`config.mk`:
```
export PLATFORM = sky130hd
export DESIGN_NAME = flash_seq_engine
export DESIGN_NICKNAME = d
export VERILOG_FILES = /design/src/rtl/flash_seq_engine.sv
export SDC_FILE = /design/constraint.sdc
export NUM_CORES = 2
export LEC_CHECK = 0
export BUFFER_PORTS_ARGS = -buffer_cell sky130_fd_sc_hd__clkbuf_2
export CELL_PAD_IN_SITES_DETAIL_PLACEMENT = 2
export CELL_PAD_IN_SITES_GLOBAL_PLACEMENT = 2
export CORE_UTILIZATION = 42
export DETAILED_ROUTE_END_ITERATION = 6
export GPL_TIMING_DRIVEN = 0
export HOLD_SLACK_MARGIN = 0.02
export PLACE_DENSITY_LB_ADDON = 0.3
export SLEW_MARGIN = 5
export SYNTH_ARGS = -nofsm -noshare
export SYNTH_HDL_FRONTEND = slang
export SYNTH_SLANG_ARGS = --single-unit
```
`constraint.sdc`:
```
create_clock -name clk -period 11.25 [get_ports clk]
set_input_delay 1.125 -clock clk [delete_from_list [all_inputs] [get_ports clk]]
set_output_delay 1.125 -clock clk [all_outputs]
set_load 0.01 [all_outputs]
```
`src/rtl/flash_seq_engine.sv`:
```
module flash_seq_engine #(
  parameter int CLK_DIV    = 2,
  parameter int SEQ_NUM    = 16,
  parameter int SEQ_WORDS  = 4,
  parameter int LEN_W      = 8,
  parameter int FIFO_DEPTH = 8
) (
  input  logic        clk,
  input  logic        rst_n,
  input  logic        tbl_we,
  input  logic [5:0]  tbl_addr,
  input  logic [31:0] tbl_wdata,
  input  logic        ctl_we,
  input  logic [31:0] ctl_wdata,
  input  logic        cmd_we,
  input  logic [31:0] cmd_wdata,
  input  logic        txf_push,
  input  logic [7:0]  txf_data,
  output logic        txf_full,
  output logic        sclk,
  output logic        cs_n,
  output logic        mosi,
  output logic        busy,
  output logic        done_pulse,
  output logic        done_flag,
  output logic        err_flag
);
  localparam int SEQ_W   = $clog2(SEQ_NUM);
  localparam int WRD_W   = $clog2(SEQ_WORDS);
  localparam int TBL_N   = SEQ_NUM * SEQ_WORDS;
  localparam int INS_NUM = SEQ_WORDS * 2;
  localparam int INS_W   = $clog2(INS_NUM);
  localparam int DIV_W   = $clog2(CLK_DIV + 1);
  localparam int FP_W    = $clog2(FIFO_DEPTH);
  localparam int FC_W    = $clog2(FIFO_DEPTH + 1);
  localparam logic [5:0] OP_STOP = 6'h00;
  localparam logic [5:0] OP_CMD  = 6'h01;
  localparam logic [5:0] OP_WR   = 6'h08;

  typedef enum logic [1:0] {S_IDLE, S_DEC, S_SHIFT} state_t;

  // instruction table
  logic [31:0] tbl [TBL_N];
  always_ff @(posedge clk)
    if (tbl_we) tbl[tbl_addr[SEQ_W+WRD_W-1:0]] <= tbl_wdata;

  // control word
  logic [SEQ_W-1:0] seq_q;
  logic [LEN_W-1:0] len_q;
  always_ff @(posedge clk or negedge rst_n)
    if (!rst_n) begin
      seq_q <= '0;
      len_q <= '0;
    end else if (ctl_we) begin
      seq_q <= ctl_wdata[16 +: SEQ_W];
      len_q <= ctl_wdata[LEN_W-1:0];
    end

  logic unused_bits;
  assign unused_bits = ^{ctl_wdata[31:16+SEQ_W], ctl_wdata[15:LEN_W], cmd_wdata[31:1], tbl_addr};

  // transmit FIFO
  logic [7:0]      fmem [FIFO_DEPTH];
  logic [FP_W-1:0] wptr, rptr;
  logic [FC_W-1:0] fcnt;
  logic            push_ok, pop, empty;
  logic [7:0]      head;

  assign txf_full = (fcnt == FC_W'(FIFO_DEPTH));
  assign empty    = (fcnt == '0);
  assign push_ok  = txf_push && !txf_full;
  assign head     = fmem[rptr];

  always_ff @(posedge clk)
    if (push_ok) fmem[wptr] <= txf_data;

  always_ff @(posedge clk or negedge rst_n)
    if (!rst_n) begin
      wptr <= '0;
      rptr <= '0;
      fcnt <= '0;
    end else begin
      if (push_ok) wptr <= (wptr == FP_W'(FIFO_DEPTH-1)) ? '0 : wptr + 1'b1;
      if (pop)     rptr <= (rptr == FP_W'(FIFO_DEPTH-1)) ? '0 : rptr + 1'b1;
      fcnt <= fcnt + FC_W'(push_ok) - FC_W'(pop);
    end

  // sequencer state
  state_t           st;
  logic [SEQ_W-1:0] seq_r;
  logic [LEN_W-1:0] len_r;
  logic [INS_W-1:0] ins_idx;
  logic [7:0]       sh;
  logic [2:0]       bit_cnt;
  logic [DIV_W-1:0] div_cnt;
  logic             sclk_r, cs_r, is_data;

  logic [31:0] cur_word;
  logic [15:0] ins;
  logic [5:0]  opc;
  logic [1:0]  pad;
  logic        trig, tick, byte_end;
  logic        fin, fin_err, adv, load, load_data;
  logic [7:0]  load_byte;

  assign cur_word = tbl[{seq_r, ins_idx[INS_W-1:1]}];
  assign ins      = ins_idx[0] ? cur_word[31:16] : cur_word[15:0];
  assign opc      = ins[15:10];
  assign pad      = ins[9:8];
  assign trig     = cmd_we && cmd_wdata[0];
  assign tick     = (div_cnt == DIV_W'(CLK_DIV-1));
  assign byte_end = (st == S_SHIFT) && tick && sclk_r && (bit_cnt == 3'd7);

  always_comb begin
    fin = 1'b0; fin_err = 1'b0; adv = 1'b0;
    load = 1'b0; load_data = 1'b0; load_byte = '0; pop = 1'b0;
    if (st == S_DEC) begin
      if (opc == OP_STOP) fin = 1'b1;
      else if (pad != 2'd0) begin fin = 1'b1; fin_err = 1'b1; end
      else if (opc == OP_CMD) begin load = 1'b1; load_byte = ins[7:0]; end
      else if (opc == OP_WR) begin
        if (len_r == '0) adv = 1'b1;
        else if (empty) begin fin = 1'b1; fin_err = 1'b1; end
        else begin load = 1'b1; load_data = 1'b1; load_byte = head; pop = 1'b1; end
      end else begin fin = 1'b1; fin_err = 1'b1; end
    end
    if (byte_end) begin
      if (is_data && len_r > LEN_W'(1)) begin
        if (empty) begin fin = 1'b1; fin_err = 1'b1; end
        else begin load = 1'b1; load_data = 1'b1; load_byte = head; pop = 1'b1; end
      end else adv = 1'b1;
    end
    if (adv && ins_idx == INS_W'(INS_NUM-1)) fin = 1'b1;
  end

  always_ff @(posedge clk or negedge rst_n)
    if (!rst_n) begin
      st <= S_IDLE; seq_r <= '0; len_r <= '0; ins_idx <= '0;
      sh <= '0; bit_cnt <= '0; div_cnt <= '0;
      sclk_r <= 1'b0; cs_r <= 1'b0; is_data <= 1'b0;
      done_pulse <= 1'b0; done_flag <= 1'b0; err_flag <= 1'b0;
    end else begin
      done_pulse <= 1'b0;
      if (byte_end && is_data) len_r <= len_r - 1'b1;
      if (st == S_IDLE) begin
        if (trig) begin
          seq_r <= seq_q; len_r <= len_q; ins_idx <= '0;
          done_flag <= 1'b0; err_flag <= 1'b0;
          st <= S_DEC;
        end
      end else if (fin) begin
        st <= S_IDLE; cs_r <= 1'b0; sclk_r <= 1'b0; sh <= '0;
        done_pulse <= 1'b1; done_flag <= 1'b1; err_flag <= fin_err;
      end else if (load) begin
        st <= S_SHIFT; cs_r <= 1'b1; sh <= load_byte; is_data <= load_data;
        bit_cnt <= '0; div_cnt <= '0; sclk_r <= 1'b0;
      end else if (adv) begin
        ins_idx <= ins_idx + 1'b1; sclk_r <= 1'b0; st <= S_DEC;
      end else if (st == S_SHIFT) begin
        if (tick) begin
          div_cnt <= '0;
          if (!sclk_r) sclk_r <= 1'b1;
          else begin
            sclk_r <= 1'b0; sh <= {sh[6:0], 1'b0}; bit_cnt <= bit_cnt + 1'b1;
          end
        end else div_cnt <= div_cnt + 1'b1;
      end
    end

  assign sclk = sclk_r;
  assign cs_n = ~cs_r;
  assign mosi = cs_r & sh[7];
  assign busy = (st != S_IDLE);

  // checks
  a_r5_cs_high_when_idle: assert property (@(posedge clk) disable iff (!rst_n)
    (st == S_IDLE) |-> cs_n);
  a_r9_sclk_low_deselected: assert property (@(posedge clk) disable iff (!rst_n)
    cs_n |-> !sclk);
  a_r9_mosi_stable_high: assert property (@(posedge clk) disable iff (!rst_n)
    (sclk && $past(sclk)) |-> $stable(mosi));
  a_r10_trigger_locked_out: assert property (@(posedge clk) disable iff (!rst_n)
    (busy && trig) |=> $stable(seq_r) && busy);
  a_r11_done_at_end: assert property (@(posedge clk) disable iff (!rst_n)
    done_pulse |-> (cs_n && !busy && done_flag));
  a_r11_busy_fall_done: assert property (@(posedge clk) disable iff (!rst_n)
    $fell(busy) |-> done_pulse);
  a_r13_fifo_bound: assert property (@(posedge clk) disable iff (!rst_n)
    fcnt <= FC_W'(FIFO_DEPTH));
endmodule

```
==> flow_metrics.env <==
export IMPL_setup_tns_ps=0
export IMPL_synth_top_area_share_pct=76.7
export IMPL_async_reset_ff_share_pct=2.67
export IMPL_antenna_found_initial=17
export IMPL_fin_util_pct=49.5
export IMPL_area_growth_pct=16.8
export IMPL_finClkSkew_ps=46.9
export IMPL_cts_resized=0
export IMPL_dp_hpwl_mm=206
export IMPL_yosys_area_top_type="edfxtp_1"
export IMPL_die_area_um2=199000
export IMPL_htreeDepth=4
export IMPL_stdcell_count=7124
export IMPL_period_needed_ps=8900
export IMPL_timing_rr_start="seq_r[1]"
export IMPL_cts_tree="done"
export IMPL_ys_flop_type="edfxtp_1"
export IMPL_root_buffer="clkbuf_16"
export IMPL_hold_path_class="input port to asynchronous set/reset pin"
export IMPL_ys_ff_latch=2170
export IMPL_holdWs_ps=92.9
export IMPL_cts_buffers=219
export IMPL_die_x_um=446
export IMPL_cp_end_kind="register"
export IMPL_drive_above_1_share_pct=26.6
export IMPL_crit_required_ps=12000
export IMPL_r2r_end="fcnt[2]"
export IMPL_routabilityCongestion=0.793
export IMPL_rr_worst_depth=17
export IMPL_max_slew_margin_pct=2.06
export IMPL_initial_core_util_pct=42.4
export IMPL_synthCells=3892
export IMPL_drc=0
export IMPL_hold_buffers=0
export IMPL_synth_area_leaders="edfxtp_1, mux4_2, dfrtp_1, nor3_1, nor2_1"
export IMPL_hold_viol=0
export IMPL_path_clk_slew_ps=60
export IMPL_outcome="finished clean"
export IMPL_arrival_ps=9640
export IMPL_post_drt_wl_per_cell_um=46.8
export IMPL_grt_max_degree=65
export IMPL_syn_cell_area_um2=82700
export IMPL_yosys_top_cells_count="edfxtp_1, mux4_2, nor2_1"
export IMPL_slew_violations=0
export IMPL_drtIter0Drc=7437
export IMPL_avgSynthCellArea_um2=21.2
export IMPL_place_ws_ps=2820
export IMPL_critPathLaunchType="register"
export IMPL_ir_worst_vdd_uv=185
export IMPL_ant_nets=0
export IMPL_power_leakage_uw=0.0300
export IMPL_ys_types=70
export IMPL_yosysMostFrequentCell="edfxtp_1"
export IMPL_rsz0062_at_grt="false"
export IMPL_clock_latency_ps=900
export IMPL_grt_use_total_pct=33.6
export IMPL_synth_edf_count=2112
export IMPL_post_cts_buffers=0
export IMPL_fin_nets=4449
export IMPL_setup_violations=0
export IMPL_finalCritPeriodShare_pct=79.1
export IMPL_seq_area_frac_synth_pct=78.5
export IMPL_row_count=162
export IMPL_vias_per_cell=6.70
export IMPL_pin_count=124
export IMPL_wl_mm=333
export IMPL_p_per_area_nw_per_um2=241
export IMPL_grt_pass1_wl_mm=446
export IMPL_gr_total_overflow=0
export IMPL_multi_input_area_um2=17300
export IMPL_tightest_slew_ps=1470
export IMPL_numPortBuffers=67
export IMPL_numClockSinks=2170
export IMPL_setup_slack_ps=2350
export IMPL_clk_path_buf_depth=3
export IMPL_fill_cells=17100
export IMPL_rrSetupSlack_ps=2350
export IMPL_vias=47700
export IMPL_crit_fanout=10
export IMPL_place_inst=6706
export IMPL_maxCapViolCount=0
export IMPL_core_area_um2=195000
export IMPL_grt_pass1_vias=50000
export IMPL_dr_pass1_iters=6
export IMPL_die_h_um=446
export IMPL_critPathKind="register to register"
export IMPL_ys_warn_count=0
export IMPL_seq_area_um2=64900
export IMPL_synth_nets=4026
export IMPL_fmaxAchievable_ghz=0.112
[through the flow]
stage                     instance area [um2]  total power [uW]
after floorplan                         82700             12900
after global placement                  86300             15300
after detailed placement                89300             15600
after CTS                               96300             23200
after global routing                    96500             23600
final                                   96500             23200
[report_power, final]
group	leakage [uW]	total (uW)	internal, uW	switching, uW
Clock	0.00343	7540	4120	3420
Combinational	0.00682	6560	2400	4150
Sequential	0.0197	9150	9020	125
[cell families after synthesis]
| logic type | share of synthesized area, % |
|---|---|
| xor+xnor | 0.106 |
| compound gates | 2.73 |
| fa+ha+maj | 0.281 |
| buf+inv | 1.22 |
| flops | 78.5 |
| simple gates | 3.57 |
| mux | 13.6 |
[cell usage in the layout, fill, tap and decap left out, types with 27 or more instances in the layout]
| cell | netlist | layout |
|---|---|---|
| clkbuf_2 | 0 | 56 |
| o31ai_1 | 44 | 44 |
| nor2_4 | 0 | 62 |
| o22ai_1 | 87 | 87 |
| clkinv_1 | 1 | 52 |
| mux2_2 | 63 | 63 |
| buf_1 | 31 | 27 |
| buf_4 | 22 | 31 |
| clkbuf_1 | 92 | 132 |
| dfrtp_1 | 58 | 58 |
| buf_2 | 38 | 57 |
| nand2_1 | 42 | 42 |
| o21ai_0 | 46 | 46 |
| nor2_1 | 243 | 181 |
| buf_12 | 0 | 101 |
| edfxtp_1 | 2112 | 2112 |
| clkinv_2 | 0 | 47 |
| mux4_2 | 462 | 462 |
| clkbuf_16 | 0 | 224 |
| nor3_1 | 183 | 178 |
[layer usage]
metal | share of wire [%] | wire length, um | vias up | GRT usage [%]
met5 | 0.013 | 43 | - | 0
met4 | 5.1 | 17200 | 6 | 15.6
met3 | 9.5 | 31700 | 837 | 7.30
met2 | 48 | 160000 | 3521 | 54.2
met1 | 37 | 125000 | 26200 | 43.6
li1 | - | - | 17200 | -
[registers in the layout, summed over array words and instances, names as in the netlist, 4 cells and up]
name   flops
seq_q      4
fcnt       4
tbl     2048
len_r      8
fmem      64
sh         8
seq_r      4
len_q      8
[critical path: stages, from the launching register on]
cell,delay (ps)
dfrtp_1,720
clkbuf_1,900
clkbuf_1,1100
nand3b_1,1060
o22ai_1,720
nor4_1,150
a22o_1,210
nor2_1,960
nand2b_1,320
nor4_2,880
inv_1,100
o21ai_1,450
ha_1,330
inv_1,70
ha_1,160
inv_1,60
fa_1,410
xnor2_1,140
[cell type report]
class                      count  area share, %
sequential                  2170           67.2
multi-input combinational   1505           17.9
clock buffer                 271           5.99
tap                         2624           3.40
timing repair buffer         202           3.19
clock inverter               131           1.23
buffer                       192          0.966
inverter                      25         0.0972
antenna                        4         0.0104
[worst max-delay path by stage]
stage | startpoint | to | slack (ps)
final | seq_r[1] | fcnt[2] | 2350
after global routing | seq_r[1] | fcnt[2] | 2300
after CTS | seq_r[1] | fcnt[2] | 2820
after detailed placement | seq_r[1] | fcnt[1] | 2820
after global placement | tbl_addr[4] | tbl[33][16] | 2100
after floorplan | seq_r[0] | fcnt[2] | 6800
Power figures use the tool's default switching activity.
